===== src/rtl/cop_if_pkg.sv =====
package cop_if_pkg;
    typedef enum logic [1:0] {
        ST_IDLE  = 2'd0,
        ST_OFFER = 2'd1,
        ST_BUSY  = 2'd2
    } cif_state_e;
endpackage


===== src/rtl/cif_classify.sv =====
module cif_classify #(
    parameter int XLEN    = 32,
    parameter int OPC_W   = 6,
    parameter logic [OPC_W-1:0] COP_OPC = 6'h12
) (
    input  logic            id_valid,
    input  logic [XLEN-1:0] id_instr,
    input  logic            cop_present,
    input  logic            idle,
    input  logic            flush,
    output logic            take,
    output logic            resv_hit,
    output logic            order_block
);
    localparam int OPC_LSB = XLEN - OPC_W;

    logic is_cop;

    always_comb begin
        is_cop      = id_valid && (id_instr[XLEN-1:OPC_LSB] == COP_OPC);
        take        = is_cop && cop_present && idle && !flush;
        resv_hit    = is_cop && !cop_present && idle && !flush;
        order_block = is_cop && !idle;
    end
endmodule


===== src/rtl/cif_fsm.sv =====
module cif_fsm
    import cop_if_pkg::*;
(
    input  logic clk,
    input  logic rst_n,
    input  logic take,
    input  logic req_ready,
    input  logic rsp_valid,
    input  logic flush,
    output logic idle,
    output logic req_valid,
    output logic rsp_done
);
    cif_state_e state_q, state_d;

    always_ff @(posedge clk) begin
        if (!rst_n) state_q <= ST_IDLE;
        else        state_q <= state_d;
    end

    always_comb begin
        state_d = state_q;
        unique case (state_q)
            ST_IDLE:  if (take) state_d = ST_OFFER;
            ST_OFFER: begin
                if (flush)          state_d = ST_IDLE;
                else if (req_ready) state_d = ST_BUSY;
            end
            ST_BUSY:  if (flush || rsp_valid) state_d = ST_IDLE;
            default:  state_d = ST_IDLE;
        endcase
    end

    always_comb begin
        idle      = (state_q == ST_IDLE);
        req_valid = (state_q == ST_OFFER);
        rsp_done  = (state_q == ST_BUSY) && rsp_valid && !flush;
    end
endmodule


===== src/rtl/cif_result.sv =====
module cif_result #(
    parameter int XLEN   = 32,
    parameter int REG_AW = 5
) (
    input  logic              clk,
    input  logic              rst_n,
    input  logic              rsp_done,
    input  logic              rsp_wb,
    input  logic [REG_AW-1:0] rsp_rd,
    input  logic [XLEN-1:0]   rsp_data,
    input  logic              rsp_jump,
    input  logic [XLEN-1:0]   rsp_target,
    input  logic              resv_hit,
    output logic              wb_en,
    output logic [REG_AW-1:0] wb_addr,
    output logic [XLEN-1:0]   wb_data,
    output logic              redirect_en,
    output logic [XLEN-1:0]   redirect_pc,
    output logic              resv_exc
);
    always_ff @(posedge clk) begin
        if (!rst_n) begin
            wb_en       <= 1'b0;
            wb_addr     <= '0;
            wb_data     <= '0;
            redirect_en <= 1'b0;
            redirect_pc <= '0;
            resv_exc    <= 1'b0;
        end else begin
            wb_en       <= rsp_done && rsp_wb && (rsp_rd != '0);
            redirect_en <= rsp_done && rsp_jump;
            resv_exc    <= resv_hit;
            if (rsp_done) begin
                wb_addr     <= rsp_rd;
                wb_data     <= rsp_data;
                redirect_pc <= rsp_target;
            end
        end
    end
endmodule


===== src/rtl/cop_if_ctrl.sv =====
module cop_if_ctrl #(
    parameter int XLEN   = 32,
    parameter int REG_AW = 5,
    parameter int OPC_W  = 6,
    parameter logic [OPC_W-1:0] COP_OPC = 6'h12
) (
    input  logic              clk,
    input  logic              rst_n,
    input  logic              id_valid,
    input  logic [XLEN-1:0]   id_instr,
    input  logic [XLEN-1:0]   id_opa,
    input  logic [XLEN-1:0]   id_opb,
    input  logic              cop_present,
    input  logic              pipe_flush,
    output logic              pipe_stall,
    output logic              resv_instr_exc,
    output logic              cop_req_valid,
    input  logic              cop_req_ready,
    output logic [XLEN-1:0]   cop_req_instr,
    output logic [XLEN-1:0]   cop_req_opa,
    output logic [XLEN-1:0]   cop_req_opb,
    output logic              cop_cancel,
    input  logic              cop_hold,
    input  logic              cop_rsp_valid,
    input  logic              cop_rsp_wb,
    input  logic [REG_AW-1:0] cop_rsp_rd,
    input  logic [XLEN-1:0]   cop_rsp_data,
    input  logic              cop_rsp_jump,
    input  logic [XLEN-1:0]   cop_rsp_target,
    output logic              wb_en,
    output logic [REG_AW-1:0] wb_addr,
    output logic [XLEN-1:0]   wb_data,
    output logic              redirect_en,
    output logic [XLEN-1:0]   redirect_pc
);
    logic take, resv_hit, order_block, idle, rsp_done;

    cif_classify #(.XLEN(XLEN), .OPC_W(OPC_W), .COP_OPC(COP_OPC)) u_cls (
        .id_valid    (id_valid),
        .id_instr    (id_instr),
        .cop_present (cop_present),
        .idle        (idle),
        .flush       (pipe_flush),
        .take        (take),
        .resv_hit    (resv_hit),
        .order_block (order_block)
    );

    cif_fsm u_fsm (
        .clk       (clk),
        .rst_n     (rst_n),
        .take      (take),
        .req_ready (cop_req_ready),
        .rsp_valid (cop_rsp_valid),
        .flush     (pipe_flush),
        .idle      (idle),
        .req_valid (cop_req_valid),
        .rsp_done  (rsp_done)
    );

    cif_result #(.XLEN(XLEN), .REG_AW(REG_AW)) u_res (
        .clk         (clk),
        .rst_n       (rst_n),
        .rsp_done    (rsp_done),
        .rsp_wb      (cop_rsp_wb),
        .rsp_rd      (cop_rsp_rd),
        .rsp_data    (cop_rsp_data),
        .rsp_jump    (cop_rsp_jump),
        .rsp_target  (cop_rsp_target),
        .resv_hit    (resv_hit),
        .wb_en       (wb_en),
        .wb_addr     (wb_addr),
        .wb_data     (wb_data),
        .redirect_en (redirect_en),
        .redirect_pc (redirect_pc),
        .resv_exc    (resv_instr_exc)
    );

    // Payload captured once per instruction, held while offered
    always_ff @(posedge clk) begin
        if (!rst_n) begin
            cop_req_instr <= '0;
            cop_req_opa   <= '0;
            cop_req_opb   <= '0;
        end else if (take) begin
            cop_req_instr <= id_instr;
            cop_req_opa   <= id_opa;
            cop_req_opb   <= id_opb;
        end
    end

    always_comb begin
        pipe_stall = (cop_hold || order_block) && !pipe_flush;
        cop_cancel = pipe_flush && !idle;
    end
endmodule


===== config.mk =====
export PLATFORM = sky130hd
export DESIGN_NAME = cop_if_ctrl
export DESIGN_NICKNAME = d
export VERILOG_FILES = /design/src/rtl/cop_if_pkg.sv /design/src/rtl/cif_classify.sv /design/src/rtl/cif_fsm.sv /design/src/rtl/cif_result.sv /design/src/rtl/cop_if_ctrl.sv
export SDC_FILE = /design/constraint.sdc
export NUM_CORES = 1
export LEC_CHECK = 0
export BUFFER_PORTS_ARGS = -buffer_cell sky130_fd_sc_hd__buf_2
export CORE_AREA = 2 2 136 138
export CTS_CLUSTER_DIAMETER = 30
export DETAILED_ROUTE_END_ITERATION = 7
export DIE_AREA = 0 0 138 140
export PLACE_DENSITY = 0.65
export SYNTH_ARGS = -nofsm -noshare
export SYNTH_HDL_FRONTEND = slang
export SYNTH_HIERARCHICAL = 1
export SYNTH_SLANG_ARGS = --single-unit

===== constraint.sdc =====
create_clock -name clk -period 1.95 [get_ports clk]
set_clock_uncertainty 0.05 [all_clocks]
set_input_delay 0.195 -clock clk [delete_from_list [all_inputs] [get_ports clk]]
set_output_delay 0.195 -clock clk [all_outputs]
set_load 0.05 [all_outputs]

==> qor.csv, run 1 <==
metric;value;unit
status;complete, no violations;
grt_pass1_vias;6086;
port_buffers;345;
path_max_fanout;6;
synth.cell_area;6590;sq um
yosysTopAreaCellShare;51.7;%
path_cells;nor2_1, buf_4, nor3_4, nor2_1, nor2_1, buf_6;
fin_crit_sh;91.8;%
fin_tns_setup;0;ns
maxClockFrequency;558;MHz
required;1.70;ns
hold_depth;3;
irDropWorstVdd;0.565;mV
synth-seq-cells;170;
power.leakage;4.57;nW
fin_nets;1250;
cts_inserted_buffers;17;
cts_tree;done;
die_h;140;um
syn_inst;564;
hold_viol;0;
first_pass_iters;4;
utilization;61.2;%
yosys_warnings;6;
grt_first_pass_wirelength;31200;um
cpMostUsedCell;nor2_1;
initial_core_util;37.0;%
overflow;0;
root_buffer;clkbuf_16;
insertion_delay;0.42;ns
ant_nets;0;
critPathBufInv;2;
cts_max_path_buffers;2;
clk_pin_slew_worst_paths;0.07;ns
slew_headroom;71.1;%
vias;5824;
worstMarginPinSlew;0.433;ns
hold_ws;0.0210;ns
yosys-top-cells-area;dfxtp_1, mux2i_1, nor2b_1;
viasPerCell;4.42;
path_depth;6;
synth.yosys.seq_area_share;51.7;%
wire_per_inst;14.7;um
track_usage;19.8;%
place_congestion;0.776;
drcViolationCount;0;
syn_area_per_cell;11.7;sq um
rsz0062_at_grt;no;
num_io_pins;346;
powerDensity;707;nW/um^2
hp-class;in2reg;
dp_hpwl;12400;um
maxSlewViolCount;0;
critPathCaptureType;output pin;
coreArea;17800;sq um
layout_common_cells;buf_2, dfxtp_1, nor2b_1;
dieArea;19300;sq um
r2r.worst_path.cells;5;
drtIter0Drc;136;
cts_max_level;4;
slowest_stage;dfxtp_4;
grt_antenna_before_repair;0;
arrival;1.55;ns
start_kind;register;
crit_type;reg2out;
synth_top_cell_by_area;dfxtp_1;
cpPeakStageDelay;0.37;ns
syn2layout_area_growth;65.3;%
layout_commonest_cell;buf_2;
final_layout_size_suffix_gt1_share;36.9;%
maxCapViolations;0;
antenna_cells;0;
row_count;49;
finalSetupViolations;0;
min_period;1.79;ns
syn-num-nets;739;
cp_top_family;simple AND/OR/NAND/NOR gates;
grt_start_max_net_pins;63;
fp.dieW;138;um
clock_sinks;170;
synthDistinctLibCells;24;
drt-total-wl;19300;um
-- timing repair --
action | 4_1_cts | 5_1_grt
setup endpoints to repair | 1 | 1
buffers inserted | 0 | 1
pin swaps | 0 | 2
hold buffers | 164 | 0
gates resized for setup | 4 | 4
hold endpoints to repair | 165 | 0
-- state kept, by name (all words and copies together) (netlist names), 2 cells and up --
name and cells:
cop_req_opb 32, u_res/redirect_pc 32, cop_req_instr 32, u_res/wb_data 32
cop_req_opa 32, u_res/wb_addr 5, u_fsm/state_q 2
-- synthesized netlist by cell type (all sizes together) --
cell,number
clkbuf,17
and4bb,1
buf,20
nand3b,1
and2,1
nand2,1
nor3,2
dfxtp,170
nor4,2
nand4bb,1
nand2b,4
and3,1
mux2i,165
nand3,1
nor2,4
nor2b,167
a21oi,3
or3b,3
-- metrics by stage --
stage | instances | setup WS (ns) | cell area [sq um] | power, mW
3_3_place_gp | 1121 | 0.0794 | 8590 | 3.87
3_5_place_dp | 1121 | 0.0473 | 8590 | 3.88
4_1_cts | 1317 | 0.00529 | 10900 | 7.79
6_report | 1317 | 0.159 | 10900 | 7.70
5_1_grt | 1317 | 0.0666 | 10900 | 7.96
2_1_floorplan | 564 | 0.171 | 6590 | 3.66
-- area by class of cell --
cell class,count,area [sq um]
clock buffer,20,447
fill,1419,6890
sequential,170,3410
timing repair buffer,529,3680
clock inverter,12,186
tap,229,287
multi-input combinational,357,2880
-- worst paths after layout --
kind	from	end	slack, ns
max reg2reg	u_fsm/state_q[0]	u_res/wb_data[13]	0.19
max	u_fsm/state_q[1]	pipe_stall	0.16
min reg2reg	u_res/redirect_pc[10]	u_res/redirect_pc[10]	0.46
min	cop_rsp_data[17]	u_res/wb_data[17]	0.02
-- logic make-up (layout without fill, tap and decap cells) --
| kind of cell | count (synthesis) | in the layout | synth area share, % |
|---|---|---|---|
| buf+inv | 37 | 561 | 4.96 |
| compound gates | 3 | 3 | 0.285 |
| mux | 165 | 165 | 25.1 |
| simple gates | 189 | 189 | 18.0 |
| flops | 170 | 170 | 51.7 |
-- worst register-to-register path, delay by kind of cell (launching register included) --
kind / cells / cell delay, ns
flops: 1 / 0.34
buf+inv: 2 / 0.38
simple gates: 2 / 0.62
mux: 1 / 0.26
-- power breakdown --
group	total, mW	internal [mW]	switching, mW
Combinational	0.592	0.410	0.182
Sequential	3.47	3.47	0.00131
Clock	3.63	2.20	1.43
-- metal layers --
metal	global-route usage, %	share of wire (%)
met1	22.1	40
met2	35.5	51
met3	5.13	6.2
met4	9.08	3.0
met5	0	0
No activity file was read; power rests on OpenSTA's default activity.
==> run 2, diff against run 1 <==
- PLACE_DENSITY: 0.65 -> 0.68
==> run 2 against run 1 <==
Against the previous run: wire length rose by 2.4%; hold slack got worse by 0.0021 ns; utilization fell by 0.85 points; power fell by 3.5%; register-to-register slack got worse by 0.04 ns; setup slack got worse by 0.084 ns; final cell count fell by 0.61%; via count barely moved; critical path type is now in2out; largest power group is now sequential cells.
==> qor.csv, run 2 (synthesis gave the netlist of run 1 again) <==
metric;value;unit;change
hold_ws;0.0188;ns;was 0.0210 ns
maxClockFrequency;533;MHz;was 558 MHz
r2r_setup_slack;0.15;ns;was 0.19 ns
status;complete, no violations;;unchanged
cts_inserted_buffers;17;;unchanged
layout_commonest_cell;buf_2;;unchanged
coreArea;17800;sq um;unchanged
clk_pin_slew_worst_paths;0.06;ns;was 0.07 ns
path_max_fanout;3;;was 6
drt-total-wl;19800;um;was 19,300 um
pwr-share-clk;45.4;%;was 47.2%
final_layout_size_suffix_gt1_share;36.9;%;about the same
sequentialPowerShare;46.8;%;was 45.1%
maxCapViolations;0;;unchanged
use_met2;36.1;%;was 35.5%
grt_antenna_before_repair;0;;unchanged
row_count;49;;unchanged
finalSetupViolations;0;;unchanged
antenna_cells;0;;unchanged
first_pass_iters;4;;unchanged
gr-usage-met1;20.6;%;was 22.1%
finalPower;7.43;mW;was 7.70 mW
start_kind;primary input;;was register
dp_hpwl;12400;um;about the same
initial_core_util;37.0;%;unchanged
drcViolationCount;0;;unchanged
grt_first_pass_wirelength;30600;um;was 31,200 um
layout_common_cells;buf_2, dfxtp_1, nor2b_1;;unchanged
hp-class;in2reg;;unchanged
grt_pass1_vias;6119;;was 6,086
cts_max_level;4;;unchanged
hold_viol;0;;unchanged
swShare;20.9;%;was 21.0%
min_period;1.88;ns;was 1.79 ns
cts_tree;done;;unchanged
p_int;5.87;mW;was 6.08 mW
fp.dieW;138;um;unchanged
power.leakage;4.52;nW;was 4.57 nW
ant_nets;0;;unchanged
wire_per_inst;15.1;um;was 14.7 um
combPwrFrac;7.8;%;was 7.7%
worstMarginPinSlew;0.447;ns;was 0.433 ns
switchingPower;1.55;mW;was 1.62 mW
track_usage;19.5;%;was 19.8%
clock_sinks;170;;unchanged
die_h;140;um;unchanged
slew_headroom;70.2;%;was 71.1%
critPathCaptureType;output pin;;unchanged
crit_type;in2out;;was reg2out
place_congestion;0.757;;was 0.776
root_buffer;clkbuf_16;;unchanged
fin_tns_setup;0;ns;unchanged
drtIter0Drc;125;;was 136
powerDensity;692;nW/um^2;was 707 nW/um^2
final_area;10700;sq um;was 10,900 sq um
insertion_delay;0.41;ns;was 0.42 ns
n_fill_cell;1437;;was 1,419
irDropWorstVdd;0.553;mV;was 0.565 mV
fin_nets;1245;;was 1,250
grt_start_max_net_pins;68;;was 63
overflow;0;;unchanged
arrival;1.63;ns;was 1.55 ns
placed_cell_area;8480;sq um;was 8590 sq um
maxSlewViolCount;0;;unchanged
viasPerCell;4.45;;was 4.42
cts_max_path_buffers;2;;unchanged
fin_crit_sh;96.2;%;was 91.8%
use_met3;5.44;%;was 5.13%
syn2layout_area_growth;63.0;%;was 65.3%
grt_busiest_layer;met2;;unchanged
port_buffers;345;;unchanged
required;1.70;ns;about the same
dieArea;19300;sq um;unchanged
vias;5826;;was 5,824
num_io_pins;346;;unchanged
==> run 2: cell count changes in the layout (fill, tap and decap cells not counted), moves of 2 or more <==
cell / delta
clkbuf_16: +2
dfxtp_1: +2
buf_12: -7
dlygate4sd3_1: -4
clkinvlp_4: -2
buf_4: +4
inv_6: -2
dfxtp_4: -2
clkinv_2: +3
==> run 2: metal layers <==
layer,vias to the layer above,share of wire [%]
met1,2666,39
met5,-,0
met4,0,3.0
met3,43,6.9
met2,236,51
li1,2881,-
==> run 2: layout make-up <==
type | instances | area [sq um] | share of cell area, %
clock buffer | 18 | 429 | 4.00
clock inverter | 11 | 148 | 1.38
tap | 229 | 287 | 2.67
multi-input combinational | 357 | 2890 | 27.0
timing repair buffer | 524 | 3570 | 33.3
sequential | 170 | 3400 | 31.7
==> run 2: worst paths after layout <==
path                        to  depth (start not counted)              from
max                 pipe_stall                          7      id_instr[30]
min           cop_req_instr[3]                          3       id_instr[3]
min reg2reg   u_res/wb_addr[3]                          2  u_res/wb_addr[3]
max reg2reg  cop_req_instr[23]                          6  u_fsm/state_q[1]
==> run 2: through the flow <==
step	instances	setup WS, ns	utilization [%]
final	1309	0.0749	60.4
after global routing	1309	-0.000713	60.4
after CTS	1307	0.0151	59.9
after detailed placement	1118	0.0155	47.7
after global placement	1118	0.0688	47.7
after floorplan	564	0.171	-
==> run 2: repair_timing <==
item,4_1_cts,5_1_grt
hold buffers,160,0
setup endpoints to repair,0,95
buffers inserted,0,0
resized for setup,0,5
hold endpoints to repair,158,0
==> run 2: worst max-delay path, stage by stage <==
cell           delay [ns]
dlygate4sd3_1        0.52
buf_2                0.14
nand4bb_4            0.13
nor3_1               0.24
nor2_1               0.08
nor2_1               0.09
clkbuf_4             0.23
==> run 2: power groups by stage <==
stage	Combinational, mW	Sequential (mW)	Clock [mW]
after floorplan	0.102	3.56	0
after global placement	0.315	3.55	0
after detailed placement	0.316	3.55	0
after CTS	0.568	3.47	3.46
after global routing	0.621	3.47	3.61
final	0.580	3.48	3.37
==> run 3, diff against run 2 <==
- CELL_PAD_IN_SITES_DETAIL_PLACEMENT: unset -> 0
- CELL_PAD_IN_SITES_GLOBAL_PLACEMENT: unset -> 1
- CORE_AREA: 2 2 136 138 -> unset
- CORE_ASPECT_RATIO: unset -> 1.25
- CORE_MARGIN: unset -> 2
- CORE_UTILIZATION: unset -> 30
- DIE_AREA: 0 0 138 140 -> unset
- PLACE_DENSITY: 0.68 -> unset
- PLACE_DENSITY_LB_ADDON: unset -> 0.1
==> run 3 against run 2 <==
Against the previous run: clock-buffer cell count did not move; maximum frequency rose by 5.1%; wire length fell by 1.3%; critical endpoint unchanged.
==> qor.csv, run 3 (synthesis gave the netlist of run 1 again) <==
metric;value;unit;change
fin_crit_sh;91.5;%;was 96.2%
slew_headroom;65.9;%;was 70.2%
maxSlewViolCount;0;;unchanged
grt_start_max_net_pins;71;;was 68
dieArea;23200;sq um;was 19,300 sq um
power.leakage;4.51;nW;was 4.52 nW
cts_max_path_buffers;2;;unchanged
row_count;60;;was 49
min_period;1.78;ns;was 1.88 ns
post-place-ws;0.00374;ns;was 0.0155 ns
maxClockFrequency;561;MHz;was 533 MHz
dp_hpwl;14000;um;was 12,400 um
fp.dieW;137;um;was 138 um
rsz0062_at_grt;no;;
switchingPower;1.65;mW;was 1.55 mW
viasPerCell;4.19;;was 4.45
p_int;5.67;mW;was 5.87 mW
drtIter0Drc;103;;was 125
root_buffer;clkbuf_16;;unchanged
wire_per_inst;14.3;um;was 15.1 um
grt_antenna_before_repair;3;;was 0
clock_sinks;170;;unchanged
clk_pin_slew_worst_paths;0.06;ns;about the same
insertion_delay;0.41;ns;about the same
swShare;22.5;%;was 20.9%
required;1.70;ns;about the same
cts_max_level;4;;unchanged
num_io_pins;346;;unchanged
status;complete, no violations;;unchanged
combPwrFrac;7.9;%;was 7.8%
crit_type;reg2out;;was in2out
cts_tree;done;;unchanged
drt-total-wl;19600;um;was 19,800 um
dr_wl_met3;1750;um;was 1360 um
fin_tns_setup;0;ns;unchanged
post-cts-setup-buffers;0;;unchanged
layout_common_cells;buf_2, dfxtp_1, nor2b_1;;unchanged
pwr-share-clk;44.7;%;was 45.4%
ant_nets;0;;unchanged
grt_pass1_vias;6042;;was 6,119
top_layer;met5;;was met4
hold_viol;0;;unchanged
arrival;1.54;ns;was 1.63 ns
first_pass_iters;4;;unchanged
irDropWorstVdd;0.562;mV;was 0.553 mV
powerDensity;677;nW/um^2;was 692 nW/um^2
placed_cell_area;8590;sq um;was 8480 sq um
fin_nets;1248;;was 1,245
layout_commonest_cell;buf_2;;unchanged
worstMarginPinSlew;0.511;ns;was 0.447 ns
place_congestion;0.711;;was 0.757
cts_inserted_buffers;17;;unchanged
hp-class;in2reg;;unchanged
start_kind;register;;was primary input
die_h;170;um;was 140 um
initial_core_util;30.6;%;was 37.0%
syn2layout_area_growth;64.2;%;was 63.0%
wl_met1;7210;um;was 7670 um
drcViolationCount;0;;unchanged
hold_ws;0.0197;ns;was 0.0188 ns
port_buffers;345;;unchanged
dr_wl_met2;10300;um;was 10,200 um
track_usage;16.5;%;was 19.5%
finalSetupViolations;0;;unchanged
path_max_fanout;6;;was 3
vias;5718;;was 5,826
coreArea;21500;sq um;was 17,800 sq um
critPathCaptureType;output pin;;unchanged
final_area;10800;sq um;was 10,700 sq um
sequentialPowerShare;47.4;%;was 46.8%
grt_first_pass_wirelength;29700;um;was 30,600 um
maxCapViolations;0;;unchanged
layout_setup_ws;0.166;ns;was 0.0749 ns
overflow;0;;unchanged
final_layout_size_suffix_gt1_share;36.5;%;was 36.9%
run 3: cell type report:
cell class | instances | area [sq um]
Timing Repair Buffer | 527 | 3630
Clock buffer | 18 | 429
Fill cell | 1942 | 10700
Clock inverter | 13 | 136
Tap cell | 279 | 349
Antenna cell | 1 | 2.50
Multi-Input combinational cell | 357 | 2870
Sequential cell | 170 | 3400
run 3: repair_timing:
action,CTS,global route
hold buffers,165,0
endpoints found under the hold margin,164,0
setup endpoints to repair,0,1
gates resized for setup,0,4
run 3: critical path, cell delays in order, from the launching register on:
cell and delay, ns:
dfxtp_2 0.36, nor2_1 0.07, buf_4 0.14, nor3_1 0.18
nor2_1 0.07, nor2_1 0.12, buf_6 0.18
run 3: per-layer routing:
layer	track usage (%)	vias up
li1	-	2896
met1	16.1	2596
met2	31.2	207
met3	6.60	17
met4	5.12	2
met5	0	-
run 3: power groups by stage:
stage          clock network, mW  registers [mW]  logic (mW)
2_1_floorplan                  0            3.56       0.102
3_3_place_gp                   0            3.55       0.311
3_5_place_dp                   0            3.55       0.318
4_1_cts                     3.40            3.47       0.580
5_1_grt                     3.55            3.47       0.625
6_report                    3.27            3.47       0.578
run 3: worst paths after layout:
kind,from,end,slack [ns],cells after the start
worst max register to register,u_fsm/state_q[1],cop_req_opb[1],0.25,7
worst min register to register,u_res/wb_data[17],u_res/wb_data[17],0.46,2
worst max-delay path,u_fsm/state_q[1],pipe_stall,0.17,6
worst min-delay path,id_instr[27],cop_req_instr[27],0.02,3
run 3: metrics by stage:
step	utilization, %	instances	total power, mW
floorplan	-	564	3.66
global placement	39.9	1168	3.86
detailed placement	39.9	1168	3.87
CTS	50.2	1364	7.45
global route	50.2	1364	7.64
finish	50.2	1365	7.32
